**src/rtl/cliprect_pkg.sv**
```systemverilog
package cliprect_pkg;
    typedef enum logic [2:0] {
        S_IDLE  = 3'd0,
        S_CHECK = 3'd1,
        S_RECT  = 3'd2,
        S_BATCH = 3'd3,
        S_FENCE = 3'd4
    } seq_state_t;

    localparam int RECT_BEATS  = 6;
    localparam int FENCE_BEATS = 4;
endpackage

```
**src/rtl/cliprect_rect_check.sv**
```systemverilog
module cliprect_rect_check #(
    parameter int DW = 32
) (
    input  logic signed [DW/2-1:0] x1,
    input  logic signed [DW/2-1:0] y1,
    input  logic signed [DW/2-1:0] x2,
    input  logic signed [DW/2-1:0] y2,
    output logic                   ok,
    output logic [DW-1:0]          corner_lo,
    output logic [DW-1:0]          corner_hi
);
    localparam int CW = DW / 2;
    localparam logic signed [CW-1:0] ZERO = '0;
    localparam logic signed [CW-1:0] ONE  = 1;

    logic signed [CW-1:0] x2m, y2m;

    always_comb begin
        ok = (y2 > y1) && (x2 > x1) && (y2 > ZERO) && (x2 > ZERO);
        x2m = x2 - ONE;
        y2m = y2 - ONE;
        corner_lo = {y1, x1};
        corner_hi = {y2m, x2m};
    end
endmodule

```
**src/rtl/cliprect_fence.sv**
```systemverilog
module cliprect_fence #(
    parameter int DW = 32
) (
    input  logic          clk,
    input  logic          rst_n,
    input  logic          bump,
    output logic [DW-1:0] count,
    output logic [DW-1:0] last
);
    localparam logic [DW-1:0] ONE = 1;

    always_ff @(posedge clk) begin
        if (!rst_n) begin
            count <= '0;
            last  <= '0;
        end else if (bump) begin
            last  <= count;
            count <= count + ONE;
        end
    end
endmodule

```
**src/rtl/cliprect_seq.sv**
```systemverilog
module cliprect_seq
    import cliprect_pkg::*;
#(
    parameter int          DW         = 32,
    parameter int          CNT_W      = 8,
    parameter logic [31:0] HDR_RECT   = 32'h7D80_0003,
    parameter logic [31:0] HDR_BSTART = 32'h1880_0000,
    parameter logic [31:0] HDR_BATCH  = 32'h1800_0002,
    parameter logic [31:0] HDR_STORE  = 32'h1080_0001,
    parameter logic [31:0] FENCE_SLOT = 32'd20
) (
    input  logic                 clk,
    input  logic                 rst_n,
    input  logic                 start,
    input  logic                 mode_start,
    input  logic [DW-1:0]        batch_addr,
    input  logic [DW-1:0]        batch_len,
    input  logic [DW-1:0]        dr1,
    input  logic [DW-1:0]        dr4,
    input  logic [CNT_W-1:0]     rect_count,
    output logic [CNT_W-1:0]     rect_idx,
    input  logic signed [DW/2-1:0] rect_x1,
    input  logic signed [DW/2-1:0] rect_y1,
    input  logic signed [DW/2-1:0] rect_x2,
    input  logic signed [DW/2-1:0] rect_y2,
    output logic                 out_valid,
    output logic [DW-1:0]        out_data,
    output logic                 busy,
    output logic                 done,
    output logic                 err,
    output logic [DW-1:0]        seq_count,
    output logic [DW-1:0]        last_enq
);
    localparam logic [2:0]       RECT_LAST  = 3'(RECT_BEATS - 1);
    localparam logic [2:0]       FENCE_LAST = 3'(FENCE_BEATS - 1);
    localparam logic [CNT_W-1:0] PASS_ONE   = 1;
    localparam logic [2:0]       BEAT_ONE   = 1;
    localparam logic [DW-1:0]    NONSECURE  = 1;
    localparam logic [DW-1:0]    SLOT_BYTES = 4;
    localparam logic [DW-1:0]    START_FMT  = 2 << 6;

    seq_state_t       state_q, state_d;
    logic [2:0]       beat_q, beat_d;
    logic [CNT_W-1:0] pass_q, pass_d, cnt_q;
    logic             mode_q;
    logic [DW-1:0]    addr_q, len_q, dr1_q, dr4_q;
    logic             done_d, err_d, bump;
    logic             rect_ok;
    logic [DW-1:0]    corner_lo, corner_hi;
    logic             misaligned;
    logic [2:0]       batch_last;

    cliprect_rect_check #(.DW(DW)) u_check (
        .x1(rect_x1), .y1(rect_y1), .x2(rect_x2), .y2(rect_y2),
        .ok(rect_ok), .corner_lo(corner_lo), .corner_hi(corner_hi)
    );

    cliprect_fence #(.DW(DW)) u_fence (
        .clk(clk), .rst_n(rst_n), .bump(bump),
        .count(seq_count), .last(last_enq)
    );

    assign misaligned = ((batch_addr | batch_len) & 32'h7) != '0;
    assign batch_last = mode_q ? 3'd1 : 3'd3;
    assign rect_idx   = pass_q;

    // next-state logic
    always_comb begin
        state_d = state_q;
        beat_d  = beat_q;
        pass_d  = pass_q;
        done_d  = 1'b0;
        err_d   = 1'b0;
        bump    = 1'b0;
        unique case (state_q)
            S_IDLE: begin
                if (start) begin
                    beat_d = '0;
                    pass_d = '0;
                    if (misaligned)            err_d   = 1'b1;
                    else if (rect_count == '0) state_d = S_BATCH;
                    else                       state_d = S_CHECK;
                end
            end
            S_CHECK: begin
                beat_d = '0;
                if (rect_ok) state_d = S_RECT;
                else begin
                    err_d   = 1'b1;
                    state_d = S_IDLE;
                end
            end
            S_RECT: begin
                if (beat_q == RECT_LAST) begin
                    beat_d  = '0;
                    state_d = S_BATCH;
                end else beat_d = beat_q + BEAT_ONE;
            end
            S_BATCH: begin
                if (beat_q == batch_last) begin
                    beat_d = '0;
                    if ((pass_q + PASS_ONE) < cnt_q) begin
                        pass_d  = pass_q + PASS_ONE;
                        state_d = S_CHECK;
                    end else begin
                        bump    = 1'b1;
                        state_d = S_FENCE;
                    end
                end else beat_d = beat_q + BEAT_ONE;
            end
            S_FENCE: begin
                if (beat_q == FENCE_LAST) begin
                    beat_d  = '0;
                    done_d  = 1'b1;
                    state_d = S_IDLE;
                end else beat_d = beat_q + BEAT_ONE;
            end
            default: state_d = S_IDLE;
        endcase
    end

    // state register
    always_ff @(posedge clk) begin
        if (!rst_n) begin
            state_q <= S_IDLE;
            beat_q  <= '0;
            pass_q  <= '0;
            cnt_q   <= '0;
            mode_q  <= 1'b0;
            addr_q  <= '0;
            len_q   <= '0;
            dr1_q   <= '0;
            dr4_q   <= '0;
            done    <= 1'b0;
            err     <= 1'b0;
        end else begin
            state_q <= state_d;
            beat_q  <= beat_d;
            pass_q  <= pass_d;
            done    <= done_d;
            err     <= err_d;
            if (state_q == S_IDLE && start) begin
                cnt_q  <= rect_count;
                mode_q <= mode_start;
                addr_q <= batch_addr;
                len_q  <= batch_len;
                dr1_q  <= dr1;
                dr4_q  <= dr4;
            end
        end
    end

    // output logic
    always_comb begin
        out_valid = 1'b0;
        out_data  = '0;
        busy      = (state_q != S_IDLE);
        unique case (state_q)
            S_IDLE, S_CHECK: ;
            S_RECT: begin
                out_valid = 1'b1;
                unique case (beat_q)
                    3'd0:    out_data = HDR_RECT;
                    3'd1:    out_data = dr1_q;
                    3'd2:    out_data = corner_lo;
                    3'd3:    out_data = corner_hi;
                    3'd4:    out_data = dr4_q;
                    default: out_data = '0;
                endcase
            end
            S_BATCH: begin
                out_valid = 1'b1;
                unique case (beat_q)
                    3'd0:    out_data = mode_q ? (HDR_BSTART | START_FMT) : HDR_BATCH;
                    3'd1:    out_data = addr_q | NONSECURE;
                    3'd2:    out_data = addr_q + len_q - SLOT_BYTES;
                    default: out_data = '0;
                endcase
            end
            S_FENCE: begin
                out_valid = 1'b1;
                unique case (beat_q)
                    3'd0:    out_data = HDR_STORE;
                    3'd1:    out_data = FENCE_SLOT;
                    3'd2:    out_data = seq_count;
                    default: out_data = '0;
                endcase
            end
            default: ;
        endcase
    end
endmodule

```
**config.mk**
```make
export PLATFORM = sky130hd
export DESIGN_NAME = cliprect_seq
export DESIGN_NICKNAME = d
export VERILOG_FILES = /design/src/rtl/cliprect_pkg.sv /design/src/rtl/cliprect_rect_check.sv /design/src/rtl/cliprect_fence.sv /design/src/rtl/cliprect_seq.sv
export SDC_FILE = /design/constraint.sdc
export NUM_CORES = 1
export LEC_CHECK = 0
export BUFFER_PORTS_ARGS = -buffer_cell sky130_fd_sc_hd__buf_2
export CORE_ASPECT_RATIO = 0.7
export CORE_UTILIZATION = 45
export CTS_CLUSTER_DIAMETER = 30
export DETAILED_ROUTE_END_ITERATION = 8
export HOLD_SLACK_MARGIN = 0.08
export PLACE_DENSITY = 0.7
export REMOVE_ABC_BUFFERS = 1
export SYNTH_ARGS = -nofsm -noshare
export SYNTH_HDL_FRONTEND = slang
export SYNTH_SLANG_ARGS = --single-unit
export TNS_END_PERCENT = 10
```
**constraint.sdc**
```tcl
create_clock -name clk -period 3.8 [get_ports clk]
set_input_delay 0.38 -clock clk [delete_from_list [all_inputs] [get_ports clk]]
set_output_delay 0.38 -clock clk [all_outputs]
set_load 0.005 [all_outputs]
```
==> flow_metrics.py <==
metrics = {
    "run_status": {
        "status": "complete, but fails checks",
        "failed_checks": "negative setup slack",
    },
    "power": {
        "vdd_ir_drop_max_mv": 0.266,
        "leakage_nw": 8.08,
        "total_power_mw": 7.62,
        "p_per_area_nw_per_um2": 418,
    },
    "cells_and_area": {
        "num-fill-cells": 2674,
        "regArea_sq_um": 4350,
        "multiInputGateArea_sq_um": 8410,
        "nets": 2553,
        "area_delta_synth_final_pct": 34.4,
        "drive_above_1_share_pct": 21.7,
        "final-instance-count-excl-fill": 2653,
    },
    "synthesis": {
        "synth-main-ff-cell": "dfxtp_1",
        "yosys.area_share.simple_pct": 20.8,
        "ys_seq_elements": 217,
        "synth_mux_area_share_pct": 0.305,
        "synth_warnings": 0,
        "synth_top_family_by_area": "compound AO/OA/AOI/OAI gates",
        "async_flop_share_pct": 0,
        "synth_enable_flop_cells": 0,
        "yosysSeqAreaShare_pct": 32.1,
        "avgSynthCellArea_sq_um": 7.31,
        "synth-compound-area-share_pct": 24.7,
        "yosys.area_share.adder_pct": 10.3,
        "synthDistinctLibCells": 69,
        "syn_area_sq_um": 13500,
        "synth_xor_area_share_pct": 3.88,
        "netlist_instances": 1852,
    },
    "setup_path": {
        "cp.required_ps": 3420,
        "rrSetupSlack_ps": 650,
        "crit_type": "flop to primary output",
        "start_kind": "flop",
        "r2r-start": "rect_idx[0]$_SDFFE_PN0P_",
        "cp-end-kind": "primary output",
        "arrival_ps": 3460,
        "critPathMaxFanout": 11,
        "crit_start": "beat_q[1]$_SDFFE_PN0P_",
    },
    "route": {
        "vias": 15000,
        "wl_per_cell_microns": 19.4,
        "first_pass_iters": 6,
        "finalWirelength_microns": 51400,
        "via_per_inst": 5.67,
        "ant_nets": 0,
        "route.detailed.drc": 0,
        "drtIter0Drc": 1362,
    },
    "timing": {
        "slew_viol_final": 0,
        "fin_crit_ps": 3840,
        "clock_skew_ps": 18.8,
        "finalHoldViolCount": 0,
        "fmax_mhz": 260,
        "rsz0062_at_grt": "yes",
        "max_slew_margin_pct": 26.6,
        "report.final.setup_viol": 8,
        "worst_slew_pin_slew_ps": 1100,
        "fin_ws_ps": -43.7,
        "finalCritPeriodShare_pct": 101,
    },
    "grt": {
        "grt_use_total_pct": 32.9,
        "grt_pass1_vias": 14400,
        "antenna_found_initial": 7,
        "grt_first_pass_wirelength_microns": 79300,
        "grt_max_degree": 117,
        "grt_remaining_overflow": 0,
    },
    "clocking": {
        "cts_tree": "done",
        "clk_path_buf_depth": 3,
        "cts_root_buf": "clkbuf_16",
        "htreeDepth": 2,
        "cts.sinks": 217,
        "cts_buffers": 45,
        "path_clk_slew_ps": 50,
        "clk_latency_ps": 560,
    },
    "placed_design": {
        "port_buffers": 311,
        "dp_cells": 2472,
        "preCtsSetupSlack_ps": 259,
        "post-dp-hpwl_microns": 37500,
        "routabilityCongestion": 0.990,
    },
    "job": {
        "drv_cap": 0,
    },
    "die": {
        "io_pins": 312,
        "initial_core_util_pct": 46.4,
        "die_area_sq_um": 30800,
        "design.core.area_sq_um": 29200,
        "die_h_microns": 147,
        "num_rows": 52,
        "die_w_microns": 209,
    },
    "min_path": {
        "hp-start": "dr1[3]",
        "hold_class": "input port to flop",
    },
}
## Yosys cell counts (9+ instances only)
master,number,area [sq um]
a211oi_1,9,67.6
a21o_1,24,180
a21oi_1,257,1290
a221o_1,9,90.1
a221oi_1,17,149
a222oi_1,23,230
a22o_1,12,105
a22oi_1,19,143
a31oi_1,9,56.3
and2_1,11,68.8
and3_1,9,56.3
clkbuf_1,85,319
dfxtp_1,217,4340
ha_1,110,1380
inv_1,182,683
nand2_1,412,1550
nand2b_1,10,62.6
nand3_1,33,165
nand4_1,14,87.6
nor2_1,58,218
nor3_1,21,105
o211ai_1,12,90.1
o21ai_0,78,390
o221ai_1,11,96.3
o31ai_1,15,113
or3_1,25,156
or4_1,10,75.1
xnor2_1,31,272
xor2_1,29,254
## cell families after synthesis
family                   Yosys count
AND/OR/NAND/NOR                  639
AO/OA/AOI/OAI                    538
adder cells (fa/ha/maj)          111
flip-flops                       217
XOR/XNOR                          60
buffers and inverters            283
multiplexers                       4
## layer usage
layer | share of wire (%) | GRT usage [%] | wire length, microns | vias up
li1 | - | - | - | 7242
met1 | 44 | 44.6 | 22700 | 6983
met2 | 43 | 50.5 | 22200 | 682
met3 | 9.3 | 8.38 | 4770 | 122
met4 | 3.2 | 11.3 | 1640 | 8
met5 | 0.090 | 0 | 46 | -
## critical path, stage by stage, from the launching register on
cell and delay, ps:
dfxtp_1 360, inv_1 100, ha_1 190, nor2b_2 540, nor4_1 140, nor3_2 780
buf_4 360, a222oi_1 110, o21ai_0 140, buf_2 170
## timing repair
item	in CTS	in global routing
gates resized for setup	24	33
endpoints found under the hold margin	90	0
setup buffers	3	4
hold buffers	90	0
pin swaps	9	17
setup endpoints to repair	15	24
## power by group
part           total, mW  internal, mW  switching (mW)
clock network       3.82          2.44            1.38
registers           2.42          2.37          0.0527
logic               1.38         0.586           0.789
total               7.62          5.39            2.22
## sequential cells by signal, indices dropped and copies added (netlist names)
name	cells
rect_idx	8
beat_q	3
len_q	32
cnt_q	8
mode_q	1
u_fence.last	32
state_q	3
done	1
addr_q	32
dr1_q	32
err	1
u_fence.count	32
dr4_q	32
## layout make-up
class                      count  area share, %
antenna                        3         0.0412
clock buffer                  53           6.68
clock inverter                28           1.50
inverter                     183           3.80
multi-input combinational   1352           46.2
sequential                   217           23.9
tap                          378           2.60
timing repair buffer         439           15.3
## stage by stage
| stage | cell area, sq um | TNS, ps | util, % | hold WS, ps |
|---|---|---|---|---|
| after floorplan | 13200 | -2670 | - | 436 |
| after global placement | 15500 | 0 | 53.1 | 438 |
| after detailed placement | 15500 | 0 | 53.1 | 444 |
| after CTS | 18000 | -251 | 61.7 | 80.8 |
| after global routing | 18200 | -2620 | 62.3 | 86.1 |
| final | 18200 | -182 | 62.3 | 83.7 |
## path summary, 6_finish.rpt
kind | cells past startpoint | endpoint
max | 9 | out_data[16]
min | 3 | dr1_q[3]$_SDFFE_PN0P_
max reg2reg | 12 | u_fence.last[7]$_SDFFE_PN0P_
min reg2reg | 2 | u_fence.last[17]$_SDFFE_PN0P_
## cell usage in the layout, fill, tap and decap left out, drive strengths merged, types with 17 or more instances in the layout
cell	count
xnor2	31
nor2	60
dfxtp	217
ha	110
dlygate4sd3	90
xor2	29
a21oi	257
nand3	33
a21o	24
clkbuf	53
a22oi	19
nand2	412
a221oi	17
buf	349
or3	25
a222oi	23
nor3	22
inv	188
o21ai	79
No activity file was read; power rests on OpenSTA's default activity.
